--- config.mk ---
export PLATFORM = sky130hd
export DESIGN_NAME = luh_stall_unit
export DESIGN_NICKNAME = d
export VERILOG_FILES = /design/src/rtl/luh_pkg.sv /design/src/rtl/luh_src_decode.sv /design/src/rtl/luh_hazard_cmp.sv /design/src/rtl/luh_front_regs.sv /design/src/rtl/luh_stall_unit.sv
export SDC_FILE = /design/constraint.sdc
export NUM_CORES = 1
export LEC_CHECK = 0
export BUFFER_PORTS_ARGS = -buffer_cell sky130_fd_sc_hd__buf_2
export CORE_MARGIN = 10
export CORE_UTILIZATION = 35
export CTS_CLUSTER_DIAMETER = 30
export DETAILED_ROUTE_END_ITERATION = 12
export GPL_ROUTABILITY_DRIVEN = 0
export PLACE_DENSITY_LB_ADDON = 0.08
export RECOVER_POWER = 25
export REMOVE_ABC_BUFFERS = 1
export SLEW_MARGIN = 20
export SYNTH_ARGS = -nofsm -noshare
export SYNTH_HDL_FRONTEND = slang
export SYNTH_SLANG_ARGS = --single-unit
--- constraint.sdc ---
create_clock -name clk -period 4 [get_ports clk]
set_input_delay 0.6 -clock clk [delete_from_list [all_inputs] [get_ports clk]]
set_output_delay 0.6 -clock clk [all_outputs]
set_load 0.02 [all_outputs]
--- src/rtl/luh_pkg.sv ---
package luh_pkg;

    localparam int OP_W    = 6;
    localparam int REG_W   = 5;
    localparam int FIELD_W = OP_W + 2 * REG_W;

    localparam logic [OP_W-1:0] OPC_ALU   = 6'b000000;
    localparam logic [OP_W-1:0] OPC_BEQ   = 6'b000100;
    localparam logic [OP_W-1:0] OPC_LOAD  = 6'b100011;
    localparam logic [OP_W-1:0] OPC_STORE = 6'b101011;
    localparam logic [OP_W-1:0] OPC_JMP   = 6'b000010;
    localparam logic [OP_W-1:0] OPC_JAL   = 6'b000011;

    // bit 0: first source read, bit 1: second source read
    typedef enum logic [1:0] {
        SRC_NONE = 2'b00,
        SRC_A    = 2'b01,
        SRC_AB   = 2'b11
    } src_class_e;

    typedef struct packed {
        logic b_used;
        logic a_used;
    } src_use_t;

    typedef struct packed {
        logic [REG_W-1:0] a;
        logic [REG_W-1:0] b;
    } src_regs_t;

    typedef struct packed {
        logic pc_write;
        logic ifid_write;
        logic ctrl_zero;
    } stall_ctl_t;

    function automatic src_class_e classify(input logic [OP_W-1:0] op);
        src_class_e c;
        case (op)
            OPC_ALU, OPC_STORE, OPC_BEQ: c = SRC_AB;
            OPC_JMP, OPC_JAL:            c = SRC_NONE;
            default:                     c = SRC_A;
        endcase
        return c;
    endfunction

    function automatic src_use_t class_to_use(input src_class_e c);
        src_use_t u;
        u.a_used = c[0];
        u.b_used = c[1];
        return u;
    endfunction

endpackage

--- src/rtl/luh_src_decode.sv ---
module luh_src_decode
    import luh_pkg::*;
(
    input  logic [FIELD_W-1:0] fields_i,
    output src_use_t           use_o,
    output src_regs_t          regs_o
);
    localparam int OP_LSB = FIELD_W - OP_W;
    localparam int A_LSB  = OP_LSB - REG_W;
    localparam int B_LSB  = A_LSB - REG_W;

    logic [OP_W-1:0] op;
    src_class_e      cls;

    always_comb begin
        op       = fields_i[OP_LSB +: OP_W];
        cls      = classify(op);
        use_o    = class_to_use(cls);
        regs_o.a = fields_i[A_LSB +: REG_W];
        regs_o.b = fields_i[B_LSB +: REG_W];
    end

endmodule

--- src/rtl/luh_hazard_cmp.sv ---
module luh_hazard_cmp
    import luh_pkg::*;
#(
    parameter int LANES = 2
) (
    input  src_use_t         use_i,
    input  src_regs_t        regs_i,
    input  logic             ld_valid,
    input  logic [REG_W-1:0] ld_dst,
    output logic             hazard_o
);
    logic [LANES-1:0][REG_W-1:0] src;
    logic [LANES-1:0]            used;
    logic [LANES-1:0]            hit;

    assign src[0]  = regs_i.a;
    assign src[1]  = regs_i.b;
    assign used[0] = use_i.a_used;
    assign used[1] = use_i.b_used;

    for (genvar g = 0; g < LANES; g++) begin : g_lane
        assign hit[g] = used[g] && (src[g] == ld_dst);
    end

    assign hazard_o = ld_valid && (ld_dst != '0) && (|hit);

endmodule

--- src/rtl/luh_front_regs.sv ---
module luh_front_regs #(
    parameter int PC_W    = 32,
    parameter int INSTR_W = 32,
    parameter int PC_STEP = 4
) (
    input  logic               clk,
    input  logic               rst,
    input  logic               pc_en,
    input  logic               ifid_en,
    input  logic [INSTR_W-1:0] fetch_instr,
    output logic [PC_W-1:0]    pc_q,
    output logic [INSTR_W-1:0] ifid_q
);
    localparam logic [PC_W-1:0] STEP = PC_W'(PC_STEP);

    always_ff @(posedge clk) begin
        if (rst) begin
            pc_q   <= '0;
            ifid_q <= '0;
        end else begin
            if (pc_en)   pc_q   <= pc_q + STEP;
            if (ifid_en) ifid_q <= fetch_instr;
        end
    end

endmodule

--- src/rtl/luh_stall_unit.sv ---
module luh_stall_unit
    import luh_pkg::*;
#(
    parameter int INSTR_W = 32,
    parameter int PC_W    = 32,
    parameter int PC_STEP = 4,
    parameter int CTRL_W  = 8
) (
    input  logic               clk,
    input  logic               rst,
    input  logic [INSTR_W-1:0] fetch_instr,
    input  logic               idex_mem_read,
    input  logic [REG_W-1:0]   idex_rt,
    input  logic [CTRL_W-1:0]  ctrl_in,
    output logic               pc_write,
    output logic               ifid_write,
    output logic               ctrl_zero,
    output logic [CTRL_W-1:0]  ctrl_out,
    output logic [PC_W-1:0]    pc_q,
    output logic [INSTR_W-1:0] ifid_q
);
    src_use_t   src_use;
    src_regs_t  src_regs;
    logic       hazard;
    stall_ctl_t ctl;

    luh_src_decode u_decode (
        .fields_i (ifid_q[INSTR_W-1 -: FIELD_W]),
        .use_o    (src_use),
        .regs_o   (src_regs)
    );

    luh_hazard_cmp #(.LANES(2)) u_cmp (
        .use_i    (src_use),
        .regs_i   (src_regs),
        .ld_valid (idex_mem_read),
        .ld_dst   (idex_rt),
        .hazard_o (hazard)
    );

    always_comb begin
        ctl.pc_write   = !hazard;
        ctl.ifid_write = !hazard;
        ctl.ctrl_zero  = hazard;
    end

    assign pc_write   = ctl.pc_write;
    assign ifid_write = ctl.ifid_write;
    assign ctrl_zero  = ctl.ctrl_zero;
    assign ctrl_out   = ctl.ctrl_zero ? '0 : ctrl_in;

    luh_front_regs #(
        .PC_W    (PC_W),
        .INSTR_W (INSTR_W),
        .PC_STEP (PC_STEP)
    ) u_front (
        .clk         (clk),
        .rst         (rst),
        .pc_en       (ctl.pc_write),
        .ifid_en     (ctl.ifid_write),
        .fetch_instr (fetch_instr),
        .pc_q        (pc_q),
        .ifid_q      (ifid_q)
    );

endmodule

; ---- Word level (Yosys, flattened, before mapping)
; Cells that the tools add are included.
[classes]
add_sub_neg = 1
mul = 0
div_mod_pow = 0
order_cmp = 0
n_eq_ne = 6
shift = 0
n_mux = 2
bitwise_logic = 0
n_reduce_logical = 10
[ops]
columns = cell, n
row1 = $add A32 B3 Y32 const B, 1
row2 = $eq A6 B2 Y1 const B, 2
row3 = $eq A5 B5 Y1, 2
row4 = $mux W8, 1
row5 = $eq A6 B3 Y1 const B, 1
row6 = $eq A6 B6 Y1 const B, 1
row7 = $logic_not A6 Y1, 1
row8 = $reduce_bool A5 Y1, 1
row9 = $logic_and A1 B1 Y1, 4
row10 = $pmux W2 S2, 1
row11 = $reduce_or A2 Y1, 2
row12 = $reduce_or A3 Y1, 1
row13 = $logic_not A1 Y1, 1
[word_totals]
ff_bits = 64
latch_bits = 0
ram_bits = 0
mem_bits_ro = 0
inputBits = 48
output_inout_bits = 75
word_cells = 21
mem_count = 0

; ---- Depth between registers and ports, before layout
[logic_depth]
ltp_word = 7
depth_mapped = 7
depth_no_buf = 5

; ---- Modules after synthesis
; From an unflattened synthesis, not the netlist that was laid out.
[unflattened]
cells_unflattened = 313
hier_area_um2 = 2904.0
[by_module_without_submodules]
columns = mod, instances, cells_each, area_per_inst_um2, seq_area_each_um2
row1 = luh_front_regs, 1, 271, 2600.0, 1241.2
row2 = luh_hazard_cmp, 1, 17, 133.9, 0.0
row3 = luh_src_decode, 1, 15, 108.9, 0.0
row4 = luh_stall_unit, 1, 10, 61.3, 0.0

; ---- Worst setup path before layout
; OpenSTA, ideal clock, no wires.
[synth_timing]
path_type = input port to output port
start = in idex_rt[1]
end = out pc_write
arrival_ns = 2.289
required_ns = 3.400
setup_slack_ns = 1.111
path_stages = 6
path_buffers = 2
cell_sequence = or4_4 o21ai_4 nor4_2 buf_2 nor2_1 buf_4
[synth_between]
elab_chain_cells = 5
elab_cells_between_ends = 9
classes_between = eq/ne (2) / reduce/logical (7)
[synth_rtl]
columns = element, line_no
row1 = from (decl), luh_stall_unit.sv:13  ; input logic [REG_W-1:0] idex_rt,
row2 = $eq A5 B5 Y1, luh_hazard_cmp.sv:22  ; assign hit[g] = used[g] && (src[g] == ld_dst);
row3 = $logic_and A1 B1 Y1, luh_hazard_cmp.sv:22
row4 = $reduce_or A2 Y1, luh_hazard_cmp.sv:25  ; assign hazard_o = ld_valid && (ld_dst != '0) && (|hit);
row5 = $logic_and A1 B1 Y1 *, luh_hazard_cmp.sv:25
row6 = $logic_not A1 Y1 *, n/a
row7 = to (decl), luh_stall_unit.sv:15  ; output logic pc_write,
; Every way passes the cells marked *; elsewhere a longest branch is shown, timed or not.

; ---- Worst setup path after layout
[layout_timing]
start = reg u_front.ifid_q[31]
end = out ctrl_out[7]
[layout_between]
elab_chain_cells = 7
elab_cells_between_ends = 13
classes_between = eq/ne (4) / mux (2) / reduce/logical (7)
[layout_rtl]
columns = element, line_no
row1 = from (decl), luh_front_regs.sv:12  ; output logic [INSTR_W-1:0] ifid_q
row2 = from (signal assigned), luh_front_regs.sv:22  ; if (ifid_en) ifid_q <= fetch_instr;
row3 = $eq A6 B6 Y1 (tied with other cells), luh_pkg.sv:39  ; case (op)
row4 = $reduce_or A3 Y1 / $reduce_or A2 Y1 (equally long branches), luh_pkg.sv:39
row5 = $pmux W2 S2 *, luh_pkg.sv:39
row6 = $logic_and A1 B1 Y1, luh_hazard_cmp.sv:22
row7 = $reduce_or A2 Y1 *, luh_hazard_cmp.sv:25
row8 = $logic_and A1 B1 Y1 *, luh_hazard_cmp.sv:25
row9 = $mux W8 *, luh_stall_unit.sv:50  ; assign ctrl_out = ctl.ctrl_zero ? '0 : ctrl_in;
row10 = to (decl), luh_stall_unit.sv:18  ; output logic [CTRL_W-1:0] ctrl_out,
; Marks and branches as above.

==> results.txt <==
* Element type at the critical path start: flop
- Of the available clock period, the critical path in the final layout requires 0.814.
- Diode insertion count for antenna repair: 0
- Setup repair after global routing left no endpoint under its margin.
* Post-Place Cells: 584
- The critical path is of the flop to primary output type.
- Detail Route Antenna Nets: 0
- Across all register-to-register paths, the minimum setup slack is 1.29 ns.
- Of the post-synthesis cell area, the dominant cell type holds 0.384.
- Initial Util: 0.365
- Total design power: 1.52 mW
- Starting DRT DRC Count: 152
- Number of cells in the finished layout apart from fillers: 600
- Pin count of the biggest net entering global routing: 62
* Most common cell after layout, fill and taps aside: sky130_fd_sc_hd__buf_2
* Register bit count reported by yosys: 62
* CTS H-Tree Depth: 3
* Share of flip-flops with an asynchronous set or reset after synthesis: 0
* Count of pins over their slew limit: 0
* Leakage dissipation: 1.64 nW
* Arrival time of data at the critical path endpoint: 2.66 ns
- Buffers inserted to repair hold after CTS numbered 0.
* Post-Route Setup TNS: 0 ns
* First drt pass iteration count: 4
- In the final layout, the share of cells above drive strength 1 is 0.256.
- Setup violations, final: 0
* Detailed-route wire length: 10.3 mm
- Number of resized instances in the post-cts repair step: 0
* Count of standard-cell rows: 34
- In this run the most critical hold path is launched from u_front.ifid_q[15].
* Avg WL per Cell: 17.1 µm
- The clock passes through at most 2 buffers.
- The library cells used most frequently in the layout, excluding fill and tap cells, are 87 x sky130_fd_sc_hd__buf_2, 62 x sky130_fd_sc_hd__dfxtp_1, 53 x sky130_fd_sc_hd__a21oi_1.
- The total overflow left after global routing is 0.
* Final nets: 536
* Clk Latency, worst-skew pair: 0.34 ns
- CTS saw 62 sinks.
* Pwr per Cell Area: 377 mW/mm²
* Utilization of the core after routing: 0.456
- The first global-routing pass estimated 16.3 mm of wire.
* Worst slew pin tran: 0.996 ns
* Required time of the critical path: 3.40 ns
* Root cell of the clock tree: sky130_fd_sc_hd__clkbuf_8
* IR drop worst, VDD: 0.000167 V
- The slowest stage of the critical path is the sky130_fd_sc_hd__or4b_1 cell.
- Of all nets on the critical path, the largest fanout is 20.
* Final routed DRC violation total: 0
- Walking the worst path, the cells encountered are or4_1 > o21a_1 > or4b_1 > and3_1 > buf_2.
- For this run, the register share of the synthesized area comes to 0.384.
- Status: finished, final reports clean
- Via count: 3296
- Post-CTS setup repair buffer count: 0
- FF-to-FF Start: u_front.ifid_q[22]
* Reg2Reg Depth: 6
- The critical path starts at u_front.ifid_q[31].
- The filler cells instantiated in the layout total 930.
* Achievable clock frequency: 307 MHz
- Library cell occupying the most area in the post-synthesis netlist: sky130_fd_sc_hd__dfxtp_1
- The number of endpoints with negative hold slack in the final report came to 0.
- In the post-synthesis netlist, the biggest area contributors are sky130_fd_sc_hd__dfxtp_1 38%, sky130_fd_sc_hd__a21oi_1 8.2%, sky130_fd_sc_hd__nand3_1 7.1%, sky130_fd_sc_hd__o21ai_0 5.3%, sky130_fd_sc_hd__or4_1 4.9%.
- The worst hold path passes through 2 cells.
- The number of buffers and inverters on the critical path is 1.
- The worst register-to-register path ends at u_front.pc_q[7].
- Clock edge transition at the registers on the reported setup and hold paths: 0.07 ns
- In this run the vertical extent of the chip is 116 µm.
- Reg area: 0.00124 mm²
- Using the TritonRoute via totals, the vias-per-cell ratio works out to 5.49.
- Number of buffers inserted by port buffering: 120
- Global-route total usage across every layer: 0.149
- On the worst path, the slowest cell contributes a delay of 0.83 ns.
- The tool flagged a number of max-cap violations equal to 0.
- The worst hold path belongs to the class flop to flop.
- Measured against its own limit, the worst slew margin works out to 0.331.
- CTS tree: built
* Kind of end point of the critical path: primary output
- The die covers 0.0135 mm².
- Number of buffers inserted during clock tree synthesis: 9
- Vias in the first global route: 3261
- Cell count after synthesis: 385
- The multi-input combinational cells in the finished layout cover a total of 0.00177 mm².
* Worst clock skew: 0.0136 ns
- Relative to the synthesized area, the layout overhead comes to 24.8%.
- The core region is 0.00885 mm².
- Antenna violations before repair: 0
- The floorplan step set the die width to 116 µm.
- The HPWL after detailed placement is 7.26 mm.
- The most used flip-flop cell after synthesis is sky130_fd_sc_hd__dfxtp_1.
* EDFF count, synth: 0
* Total I/O pin count: 123
- Averaged over all synthesized cells, the footprint is 8.39 µm².
- Count of different cell masters after synthesis: 42
- Top Family by Delay on Critical Path: simple AND/OR/NAND/NOR gates
* Count of warnings emitted by yosys: 0
- The path with the worst hold slack has its endpoint at u_front.ifid_q[15].
* Area of the mapped netlist: 0.00323 mm²
- Tmin final: 3.26 ns
[worst reg2reg max path: stages, from the launching register on]
cell                      delay [ns]
sky130_fd_sc_hd__dfxtp_1        0.39
sky130_fd_sc_hd__xnor2_1        0.13
sky130_fd_sc_hd__nand2_1        0.11
sky130_fd_sc_hd__nor4_4         0.87
sky130_fd_sc_hd__buf_4          0.65
sky130_fd_sc_hd__nor4_2         0.15
sky130_fd_sc_hd__mux2_4         0.31
[metal layers]
layer	vias up	GRT usage	part of all wire
met1	1557	0.180	0.44
met3	6	0.0589	0.085
met2	97	0.240	0.46
met5	-	0	0
met4	0	0.0434	0.0087
li1	1636	-	-
[cells in the mapped netlist, types with 2 or more instances]
library cell               count
sky130_fd_sc_hd__mux2_1        5
sky130_fd_sc_hd__dfxtp_1      62
sky130_fd_sc_hd__nand2_1      11
sky130_fd_sc_hd__nand4_1      13
sky130_fd_sc_hd__and2_1        6
sky130_fd_sc_hd__nor2b_1       7
sky130_fd_sc_hd__a21oi_1      53
sky130_fd_sc_hd__buf_1         5
sky130_fd_sc_hd__nand3_1      46
sky130_fd_sc_hd__nor3_2        5
sky130_fd_sc_hd__a31o_2        2
sky130_fd_sc_hd__and4_1        6
sky130_fd_sc_hd__xnor2_1       9
sky130_fd_sc_hd__nor4_2        3
sky130_fd_sc_hd__nor4_1        2
sky130_fd_sc_hd__or4_1        21
sky130_fd_sc_hd__nor2_1       13
sky130_fd_sc_hd__inv_1         3
sky130_fd_sc_hd__buf_4         3
sky130_fd_sc_hd__o31ai_1      18
sky130_fd_sc_hd__buf_2         7
sky130_fd_sc_hd__and3_1       11
sky130_fd_sc_hd__clkbuf_2      3
sky130_fd_sc_hd__o21ai_0      34
sky130_fd_sc_hd__buf_6         7
sky130_fd_sc_hd__clkbuf_1     14
[flip-flops by register name, indices dropped and copies added, names as in the netlist]
name	count
u_front.ifid_q	32
u_front.pc_q	30
[cells by family (layout without fill, tap and decap cells)]
group                    Yosys count  in the layout  share of synthesized area
adder cells (fa/ha/maj)            1              1                    0.00387
AND/OR/NAND/NOR                  150            150                      0.286
multiplexers                       7              7                     0.0256
AO/OA/AOI/OAI                    112            112                      0.199
XOR/XNOR                          10             10                     0.0271
flip-flops                        62             62                      0.384
other                              1              2                    0.00116
buffers and inverters             42            148                     0.0724
[where the power goes]
group	internal, mW	total [mW]	switching, mW	leakage (nW)
logic	0.0624	0.166	0.104	1.01
registers	0.640	0.658	0.0178	0.509
clock network	0.449	0.697	0.248	0.124
total	1.15	1.52	0.369	1.64
[per-stage QoR]
step	worst slack, ns	hold WS (ns)	cell area [µm²]
2_1_floorplan	-1.82	0.545	3010
3_3_place_gp	0.919	0.459	3820
3_5_place_dp	0.863	0.463	3820
4_1_cts	0.697	0.472	4070
5_1_grt	0.576	0.497	4030
6_report	0.743	0.475	4030
[final cells by class]
type	instances	share of cell area
clock buffer	13	0.0394
inverter	3	0.00279
sequential	62	0.308
multi-input combinational	282	0.439
timing repair buffer	129	0.155
clock inverter	3	0.0223
tap	108	0.0335
[worst max path at each step]
| stage | to | slack (ns) | cells past startpoint |
|---|---|---|---|
| 4_1_cts | ctrl_out[7] | 0.70 | 5 |
| 6_report | ctrl_out[7] | 0.74 | 5 |
| 3_3_place_gp | u_front.pc_q[7] | 0.92 | 7 |
| 3_5_place_dp | ctrl_out[7] | 0.86 | 6 |
| 2_1_floorplan | ctrl_zero | -1.82 | 5 |
| 5_1_grt | ctrl_out[0] | 0.58 | 5 |
(Power assumes the default switching activity.)
